$ cat src/rtl/gpio_sc_pkg.sv
package gpio_sc_pkg;
   // register indices carried in the low three address bits
   localparam int unsigned IDX_W = 3;
   localparam logic [IDX_W-1:0] IDX_PINS = 3'd0;
   localparam logic [IDX_W-1:0] IDX_OUT  = 3'd1;
   localparam logic [IDX_W-1:0] IDX_SET  = 3'd2;
   localparam logic [IDX_W-1:0] IDX_CLR  = 3'd3;
   localparam logic [IDX_W-1:0] IDX_DIR  = 3'd4;
endpackage

$ cat src/rtl/gpio_sc_sync.sv
module gpio_sc_sync #(
   parameter int unsigned WIDTH  = 32,
   parameter int unsigned STAGES = 2
) (
   input  logic             clk,
   input  logic             rst_n,
   input  logic [WIDTH-1:0] din,
   output logic [WIDTH-1:0] dout
);
   localparam int unsigned LAST = STAGES - 1;

   initial begin
      if (STAGES < 2) $error("gpio_sc_sync: STAGES must be at least 2");
      if (WIDTH < 1)  $error("gpio_sc_sync: WIDTH must be at least 1");
   end

   logic [WIDTH-1:0] stg [STAGES];

   genvar gi;
   generate
      for (gi = 0; gi < STAGES; gi++) begin : g_stage
         if (gi == 0) begin : g_first
            always_ff @(posedge clk or negedge rst_n) begin
               if (!rst_n) stg[0] <= '0;
               else        stg[0] <= din;
            end
         end else begin : g_next
            always_ff @(posedge clk or negedge rst_n) begin
               if (!rst_n) stg[gi] <= '0;
               else        stg[gi] <= stg[gi-1];
            end
         end
      end
   endgenerate

   assign dout = stg[LAST];


   first_stage_follows_chk: assert property (@(posedge clk) disable iff (!rst_n)
      $past(rst_n) |-> (stg[0] == $past(din)));


   last_stage_follows_chk: assert property (@(posedge clk) disable iff (!rst_n)
      $past(rst_n) |-> (dout == $past(stg[LAST-1])));
endmodule

$ cat src/rtl/gpio_sc_regs.sv
module gpio_sc_regs
   import gpio_sc_pkg::*;
#(
   parameter int unsigned WIDTH = 32
) (
   input  logic             clk,
   input  logic             rst_n,
   input  logic             wr_en,
   input  logic [IDX_W-1:0] wr_idx,
   input  logic [WIDTH-1:0] wr_data,
   output logic [WIDTH-1:0] out_q,
   output logic [WIDTH-1:0] dir_q
);
   initial begin
      if (WIDTH < 1) $error("gpio_sc_regs: WIDTH must be at least 1");
   end

   always_ff @(posedge clk or negedge rst_n) begin
      if (!rst_n) begin
         out_q <= '0;
         dir_q <= '0;
      end else if (wr_en) begin
         case (wr_idx)
            IDX_OUT: out_q <= wr_data;
            IDX_SET: out_q <= out_q | wr_data;
            IDX_CLR: out_q <= out_q & ~wr_data;
            IDX_DIR: dir_q <= wr_data;
            default: ;
         endcase
      end
   end


   set_mask_chk: assert property (@(posedge clk) disable iff (!rst_n)
      (wr_en && wr_idx == IDX_SET) |=> (out_q == ($past(out_q) | $past(wr_data))));


   clr_mask_chk: assert property (@(posedge clk) disable iff (!rst_n)
      (wr_en && wr_idx == IDX_CLR) |=> (out_q == ($past(out_q) & ~$past(wr_data))));


   idle_hold_chk: assert property (@(posedge clk) disable iff (!rst_n)
      !wr_en |=> ($stable(out_q) && $stable(dir_q)));
endmodule

$ cat src/rtl/gpio_sc_rdmux.sv
module gpio_sc_rdmux
   import gpio_sc_pkg::*;
#(
   parameter int unsigned WIDTH = 32
) (
   input  logic             rd_en,
   input  logic [IDX_W-1:0] rd_idx,
   input  logic [WIDTH-1:0] pins_sync,
   input  logic [WIDTH-1:0] out_q,
   input  logic [WIDTH-1:0] dir_q,
   output logic [WIDTH-1:0] rd_data
);
   always_comb begin
      rd_data = '0;
      if (rd_en) begin
         case (rd_idx)
            IDX_PINS: rd_data = pins_sync;
            IDX_OUT:  rd_data = out_q;
            IDX_DIR:  rd_data = dir_q;
            default:  rd_data = '0;
         endcase
      end
   end
endmodule

$ cat src/rtl/gpio_setclr_port.sv
module gpio_setclr_port
   import gpio_sc_pkg::*;
#(
   parameter int unsigned WIDTH       = 32,
   parameter int unsigned ADDR_W      = 5,
   parameter int unsigned SYNC_STAGES = 2
) (
   input  logic              clk,
   input  logic              rst_n,
   input  logic              bus_sel,
   input  logic              bus_we,
   input  logic [ADDR_W-1:0] bus_addr,
   input  logic [WIDTH-1:0]  bus_wdata,
   output logic [WIDTH-1:0]  bus_rdata,
   input  logic [WIDTH-1:0]  pin_in,
   output logic [WIDTH-1:0]  pin_out,
   output logic [WIDTH-1:0]  pin_oe
);
   initial begin
      if (ADDR_W < IDX_W) $error("gpio_setclr_port: ADDR_W must be at least 3");
      if (WIDTH < 1)      $error("gpio_setclr_port: WIDTH must be at least 1");
   end

   logic             hi_zero;
   logic [IDX_W-1:0] idx;
   logic             wr_en;
   logic             rd_en;
   logic [WIDTH-1:0] pins_sync;
   logic [WIDTH-1:0] out_q;
   logic [WIDTH-1:0] dir_q;

   assign idx = bus_addr[IDX_W-1:0];

   generate
      if (ADDR_W > IDX_W) begin : g_hi
         assign hi_zero = ~|bus_addr[ADDR_W-1:IDX_W];
      end else begin : g_nohi
         assign hi_zero = 1'b1;
      end
   endgenerate

   assign wr_en = bus_sel & bus_we & hi_zero;
   assign rd_en = bus_sel & ~bus_we & hi_zero;

   gpio_sc_sync #(.WIDTH(WIDTH), .STAGES(SYNC_STAGES)) u_sync (
      .clk   (clk),
      .rst_n (rst_n),
      .din   (pin_in),
      .dout  (pins_sync)
   );

   gpio_sc_regs #(.WIDTH(WIDTH)) u_regs (
      .clk     (clk),
      .rst_n   (rst_n),
      .wr_en   (wr_en),
      .wr_idx  (idx),
      .wr_data (bus_wdata),
      .out_q   (out_q),
      .dir_q   (dir_q)
   );

   gpio_sc_rdmux #(.WIDTH(WIDTH)) u_rdmux (
      .rd_en     (rd_en),
      .rd_idx    (idx),
      .pins_sync (pins_sync),
      .out_q     (out_q),
      .dir_q     (dir_q),
      .rd_data   (bus_rdata)
   );

   assign pin_out = out_q;
   assign pin_oe  = dir_q;


   reset_state_chk: assert property (@(posedge clk) disable iff (!rst_n)
      !$past(rst_n) |-> (pin_oe == '0 && pin_out == '0));


   dir_readback_chk: assert property (@(posedge clk) disable iff (!rst_n)
      (bus_sel && !bus_we && hi_zero && idx == IDX_DIR) |-> (bus_rdata == pin_oe));


   out_readback_chk: assert property (@(posedge clk) disable iff (!rst_n)
      (bus_sel && !bus_we && hi_zero && idx == IDX_OUT) |-> (bus_rdata == pin_out));


   idle_read_zero_chk: assert property (@(posedge clk) disable iff (!rst_n)
      (!bus_sel || bus_we) |-> (bus_rdata == '0));
endmodule

$ cat config.mk
export PLATFORM = sky130hd
export DESIGN_NAME = gpio_setclr_port
export DESIGN_NICKNAME = d
export VERILOG_FILES = /design/src/rtl/gpio_sc_pkg.sv /design/src/rtl/gpio_sc_sync.sv /design/src/rtl/gpio_sc_regs.sv /design/src/rtl/gpio_sc_rdmux.sv /design/src/rtl/gpio_setclr_port.sv
export SDC_FILE = /design/constraint.sdc
export NUM_CORES = 1
export LEC_CHECK = 0
export ABC_AREA = 1
export BUFFER_PORTS_ARGS = -buffer_cell sky130_fd_sc_hd__buf_2
export CAP_MARGIN = 0
export CORE_AREA = 3 3 112 114
export CTS_CLUSTER_DIAMETER = 200
export DETAILED_ROUTE_END_ITERATION = 8
export DIE_AREA = 0 0 115 117
export GPL_TIMING_DRIVEN = 0
export PLACE_DENSITY = 0.81
export SYNTH_ARGS = -nofsm -noshare
export SYNTH_HDL_FRONTEND = slang
export SYNTH_HIERARCHICAL = 1
export SYNTH_SLANG_ARGS = --single-unit
export TNS_END_PERCENT = 5
$ cat constraint.sdc
create_clock -name clk -period 0.9 [get_ports clk]
set_clock_uncertainty 0.05 [all_clocks]
set_input_delay 0.045 -clock clk [delete_from_list [all_inputs] [get_ports clk]]
set_output_delay 0.045 -clock clk [all_outputs]
set_load 0.05 [all_outputs]
==> results of run 1 <==
-- layer usage --
layer / vias to the layer above / share of wire, % / global-route usage, % / routed length, um
li1: 2656 / - / - / -
met1: 3141 / 33 / 41.1 / 8110
met2: 602 / 51 / 60.2 / 12400
met3: 154 / 10 / 9.56 / 2540
met4: 2 / 5.8 / 20.6 / 1420
met5: - / 0.029 / 0 / 7
-- stage by stage --
step	setup TNS [ns]	std cells	utilization [%]	total power, W
after floorplan	-14.21	673	-	0.00991
after global placement	-304.43	984	64.0	0.0111
after detailed placement	-54.19	985	64.3	0.0112
after CTS	-35.99	1067	83.7	0.0189
after global routing	-39.46	1073	84.8	0.0199
final	-35.87	1075	84.8	0.0194
-- power by group --
| part | internal, W | switching, W |
|---|---|---|
| logic | 0.00202 | 0.00354 |
| clock network | 0.00419 | 0.00244 |
| registers | 0.00651 | 0.000653 |
| total | 0.0127 | 0.00663 |
-- flip-flops by register name (all words and copies together), names as in the netlist --
register and flops:
u_regs/dir_q 32, u_regs/out_q 32, u_sync/dout 32, u_sync/stg 32
-- cells in the final DEF (no fill, tap or decap) --
master / n
inv_4: 1
nand3_1: 70
inv_2: 1
buf_16: 1
nor2_4: 1
buf_4: 27
diode_2: 2
nand3_2: 89
clkinv_2: 4
nand2_2: 33
nand2_1: 131
buf_8: 33
dfrtp_2: 64
clkinvlp_4: 32
clkbuf_4: 6
bufinv_16: 2
buf_6: 87
nand3_4: 3
buf_2: 84
dfrtp_1: 64
clkbuf_8: 2
nor2_2: 1
clkbuf_16: 17
nand4_1: 32
o21ai_2: 26
clkbuf_1: 8
nor2_8: 3
inv_1: 36
dlygate4sd3_1: 64
clkbuf_2: 1
o21ai_1: 6
clkinv_4: 1
-- cells by family (layout without fill, tap and decap cells) --
group / after synthesis / count (layout) / share of synthesized area (%)
simple gates: 363 / 363 / 28.5
buf+inv: 150 / 407 / 13.8
flops: 128 / 128 / 53.4
compound gates: 32 / 32 / 4.30
other cells: 0 / 2 / 0
-- how the worst min path moves through the flow --
stage,slack (ns),endpoint,from
final,-0.46,u_sync/stg[39],rst_n
after global routing,-0.42,u_sync/stg[39],rst_n
after CTS,-0.44,u_sync/stg[39],rst_n
after detailed placement,0.005,u_sync/stg[39],rst_n
after global placement,0.10,u_sync/stg[39],pin_in[7]
after floorplan,-0.30,u_regs/dir_q[0],rst_n
-- cell usage after synthesis --
cell type / number / area share, %
buf_6: 10 / 1.9
inv_1: 68 / 4.3
dfrtp_1: 128 / 53
buf_1: 3 / 0.19
nor2_1: 2 / 0.13
o21ai_2: 26 / 3.8
nand3_4: 1 / 0.29
clkbuf_1: 4 / 0.25
buf_2: 20 / 1.7
nand4_1: 32 / 3.3
nand2_1: 163 / 10
o21ai_1: 6 / 0.50
inv_4: 1 / 0.10
nand3_1: 161 / 13
inv_2: 1 / 0.063
buf_4: 43 / 5.4
nor2_8: 3 / 1.0
nand2_2: 1 / 0.10
-- final cells by class --
cell class              count  share of cell area, %
diodes                      2                 0.0512
plain buffers              55                   4.64
clock buffers              24                   4.83
clock inverters             7                  0.909
inverters                  70                   3.95
multi-input cells         395                   25.9
flip-flops and latches    128                   33.6
well taps                 143                   1.83
repair buffers            251                   24.3
-- worst max-delay path, stage by stage (launching register included) --
cell and delay, ns:
dfrtp_2 0.44, nand3_2 0.09, nand3_1 0.12, nand2_2 0.10, clkinvlp_4 0.10, buf_8 0.15
-- what timing repair did --
item | 4_1_cts | 5_1_grt
pin swaps | 32 | 21
hold endpoints to repair | 157 | 61
gates resized for setup | 326 | 29
setup buffers | 9 | 9
setup endpoints to repair | 128 | 160
==> results.sh, run 1 <==
export IMPL_wl_per_cell_um=22.7
export IMPL_r2r_slack_ns=0.03
export IMPL_ctsHoldBuffers=64
export IMPL_ys_ff_latch=128
export IMPL_hold_viol_final=75
export IMPL_status="complete, but fails checks"
export IMPL_dp_hpwl_um=12100
export IMPL_grt_max_degree=68
export IMPL_ant_nets=0
export IMPL_syn_area_sq_mm=0.00600
export IMPL_power_leakage_nw=4.53
export IMPL_rows=39
export IMPL_drv_slew=0
export IMPL_max_vdd_ir_drop_v=0.00150
export IMPL_drc_errors=2
export IMPL_clkTransAtPathRegs_ns=0.06
export IMPL_fmax_mhz=653
export IMPL_cts_max_level=4
export IMPL_die_area_sq_mm=0.0135
export IMPL_layout_setup_ws_ns=-0.631
export IMPL_slew_headroom_pct=57.3
export IMPL_start_util_pct=52.1
export IMPL_antenna_found_initial=1
export IMPL_maxCapViolations=0
export IMPL_vias=6555
export IMPL_cp_start_kind="register"
export IMPL_fillerInstances=543
export IMPL_regArea_sq_mm=0.00328
export IMPL_drtIter0Drc=786
export IMPL_pin_count=169
export IMPL_cts_root_buffer="clkbuf_16"
export IMPL_overflow=0
export IMPL_holdWs_ns=-0.462
export IMPL_preCtsSetupSlack_ns=-0.836
export IMPL_firstDrtPassIters=9
export IMPL_core_area_sq_mm=0.0115
export IMPL_die_y_um=117
export IMPL_clockBufferDepth=2
export IMPL_die_w_um=115
export IMPL_syn_inst=673
export IMPL_portBuffers=168
export IMPL_final_nets=991
export IMPL_drive_above_1_share_pct=55.8
export IMPL_yosysSeqAreaShare_pct=53.4
export IMPL_track_usage_pct=35.6
export IMPL_r2r_worst_path_cells=3
export IMPL_grt_pass1_wl_um=36100
export IMPL_cts_tree="done"
export IMPL_timing_rr_end="u_regs/dir_q[12]"
export IMPL_final_area_sq_mm=0.00977
export IMPL_holdCritPathClass="primary input to async pin"
export IMPL_path_class="register to output pin"
export IMPL_failed_checks="design-rule violations, negative hold slack, negative setup slack"
export IMPL_worst_ep_required_time_ns=0.81
export IMPL_setup_viol=128
export IMPL_cts_sinks=128
export IMPL_worst_setup_path_end_kind="output pin"
export IMPL_crit_path_start="u_regs/dir_q[15]"
export IMPL_min_period_ns=1.53
export IMPL_area_delta_synth_final_pct=62.9
export IMPL_r2r_start="u_regs/dir_q[12]"
export IMPL_grt_pass1_vias=6641
export IMPL_p_per_area_mw_per_mm2=1980
export IMPL_placed_area_sq_mm=0.00741
export IMPL_multi_input_area_sq_mm=0.00253
export IMPL_synthDistinctLibCells=18
export IMPL_synth_net_count=746
export IMPL_worstMarginPinSlew_ns=0.640
export IMPL_endpoint="bus_rdata[15]"
export IMPL_yosys_warnings=6
export IMPL_cts_buffers=17
export IMPL_crit_fanout=3
export IMPL_min_period_over_period_pct=170
export IMPL_rsz0062_at_grt="true"
export IMPL_clk_latency_ns=0.41
export IMPL_avgSynthCellArea_sq_um=8.91
export IMPL_avgViaCountPerCell=6.10
export IMPL_wl_um=24400
export IMPL_gp_congestion=0.910
export IMPL_arrival_ns=1.44
Power figures use the tool's default switching activity.
==> run 2: changes to the inputs <==
--- a/config.mk
+++ b/config.mk
@@ -8,10 +8,10 @@
 export ABC_AREA = 1
 export BUFFER_PORTS_ARGS = -buffer_cell sky130_fd_sc_hd__buf_2
 export CAP_MARGIN = 0
-export CORE_AREA = 3 3 112 114
+export CORE_AREA = 10 10 119 121
 export CTS_CLUSTER_DIAMETER = 200
 export DETAILED_ROUTE_END_ITERATION = 8
-export DIE_AREA = 0 0 115 117
+export DIE_AREA = 0 0 129 131
 export GPL_TIMING_DRIVEN = 0
 export PLACE_DENSITY = 0.81
 export SYNTH_ARGS = -nofsm -noshare
==> run 2 against run 1 <==
The run ends with negative hold slack, negative setup slack left. Critical endpoint is now bus_rdata[26]. Via count down 4.5%. Critical path depth unchanged. Largest cell class unchanged. Maximum frequency up 1.0%. Register-to-register slack worse by 0.03 ns. Core utilization down 0.94 points. Critical path type unchanged. Clock power up 11%. Setup slack better by 0.015 ns. Combinational power up 2%. Sequential power down 0.6%.
==> results.sh, run 2 (same netlist as run 1, synthesis figures left out) <==
export IMPL_fmax_mhz=660
export IMPL_clkTransAtPathRegs_ns=0.06
export IMPL_overflow=0
export IMPL_final_common_cell="nand2_1"
export IMPL_maxCapViolations=0
export IMPL_r2r_start="u_regs/out_q[11]"
export IMPL_path_class="register to output pin"
export IMPL_core_area_sq_mm=0.0118
export IMPL_cts_sinks=128
export IMPL_arrival_ns=1.42
export IMPL_antenna_found_initial=1
export IMPL_area_delta_synth_final_pct=65.2
export IMPL_layout_setup_ws_ns=-0.616
export IMPL_final_cells=1077
export IMPL_slew_headroom_pct=63.8
export IMPL_start_util_pct=50.8
export IMPL_drc_errors=0
export IMPL_timing_rr_end="u_regs/out_q[11]"
export IMPL_pin_count=169
export IMPL_max_vdd_ir_drop_v=0.00146
export IMPL_min_period_over_period_pct=168
export IMPL_cp_start_kind="register"
export IMPL_worst_ep_required_time_ns=0.81
export IMPL_setup_viol=122
export IMPL_status="complete, but fails checks"
export IMPL_worstMarginPinSlew_ns=0.542
export IMPL_die_y_um=131
export IMPL_layout_cells_most_common_list="nand2_1 (130), nand3_2 (92), buf_6 (84)"
export IMPL_p_per_area_mw_per_mm2=2030
export IMPL_avgViaCountPerCell=5.81
export IMPL_fillerInstances=579
export IMPL_crit_path_start="u_regs/out_q[26]"
export IMPL_die_w_um=129
export IMPL_power_leakage_nw=4.58
export IMPL_grt_pass1_vias=6812
export IMPL_drtIter0Drc=914
export IMPL_worst_setup_path_end_kind="output pin"
export IMPL_holdCritPathClass="primary input to async pin"
export IMPL_dpl_cell_count=989
export IMPL_min_period_ns=1.52
export IMPL_portBuffers=168
export IMPL_clockBufferDepth=2
export IMPL_ant_nets=0
export IMPL_die_area_sq_mm=0.0169
export IMPL_firstDrtPassIters=8
export IMPL_clk_latency_ns=0.41
export IMPL_crit_fanout=3
export IMPL_final_nets=989
export IMPL_cts_max_level=4
export IMPL_final_area_sq_mm=0.00991
export IMPL_holdWs_ns=-0.550
export IMPL_endpoint="bus_rdata[26]"
export IMPL_r2r_slack_ns=0
export IMPL_vias=6260
export IMPL_hold_viol_final=128
export IMPL_grt_max_degree=102
export IMPL_cts_tree="done"
export IMPL_regArea_sq_mm=0.00328
export IMPL_failed_checks="negative hold slack, negative setup slack"
export IMPL_gp_congestion=0.857
export IMPL_track_usage_pct=29.2
export IMPL_dp_hpwl_um=13300
export IMPL_wl_per_cell_um=22.5
export IMPL_placed_area_sq_mm=0.00741
export IMPL_wl_um=24200
export IMPL_cts_buffers=17
export IMPL_cts_root_buffer="clkbuf_16"
export IMPL_drv_slew=0
export IMPL_rows=40
export IMPL_rsz0062_at_grt="true"
export IMPL_drive_above_1_share_pct=56.8
export IMPL_ctsHoldBuffers=64
export IMPL_multi_input_area_sq_mm=0.00256
export IMPL_r2r_worst_path_cells=3
export IMPL_grt_pass1_wl_um=37600
## run 2: cell count changes in the layout (fill, tap and decap cells not counted), moves of 3 or more
cell      change
buf_6         -3
clkbuf_1      -5
buf_8         +3
nand3_1       -4
nand3_2       +3
## run 2: layer usage
metal | global-route usage [%] | routed length (um) | share of wire [%]
met2 | 49.3 | 12200 | 50
met1 | 31.7 | 8420 | 35
met5 | 0 | 0 | 0
met3 | 8.98 | 2390 | 9.8
met4 | 18.0 | 1280 | 5.3
## run 2: how the worst min path moves through the flow
| stage | start | end | slack [ns] | cells after the start |
|---|---|---|---|---|
| 3_3_place_gp | pin_in[12] | u_sync/stg[44] | 0.10 | 1 |
| 2_1_floorplan | rst_n | u_regs/dir_q[0] | -0.30 | 0 |
| 4_1_cts | rst_n | u_sync/dout[16] | -0.55 | 1 |
| 6_report | rst_n | u_sync/dout[13] | -0.55 | 1 |
| 3_5_place_dp | rst_n | u_sync/dout[16] | -0.12 | 1 |
| 5_1_grt | rst_n | u_sync/dout[16] | -0.54 | 1 |
## run 2: what timing repair did
action                                  CTS  global route
resized for setup                       339            31
pin swaps                                33            27
endpoints found under the setup margin  128           132
buffers inserted                         17             2
endpoints found under the hold margin   224           128
## run 2: metrics by stage
stage               total power (W)  utilization [%]  setup TNS (ns)  setup WS, ns  hold WS [ns]
detailed placement           0.0112             62.7          -52.01        -0.869        -0.119
finish                       0.0202             83.9          -33.35        -0.616        -0.550
CTS                          0.0198             83.0          -32.14        -0.543        -0.550
floorplan                   0.00991                -          -14.21        -0.220        -0.301
global placement             0.0111             62.5         -304.10         -2.11         0.102
global route                 0.0208             83.9          -38.10        -0.632        -0.544
## run 2: critical path: stages (launching register included)
cell        delay [ns]
dfrtp_2           0.42
nand4_1           0.13
nand3_2           0.11
nand2_2           0.09
clkinvlp_4        0.09
buf_8             0.15
## run 2: layout make-up
class	count	area share, %
diodes	1	0.0253
flip-flops and latches	128	33.1
multi-input cells	395	25.9
well taps	147	1.86
plain buffers	52	4.41
clock buffers	19	4.57
repair buffers	252	24.4
inverters	70	3.89
clock inverters	13	1.87
## run 2: where the power goes
group | switching, W | internal (W)
clock | 0.00259 | 0.00479
sequential | 0.000614 | 0.00651
combinational | 0.00356 | 0.00210
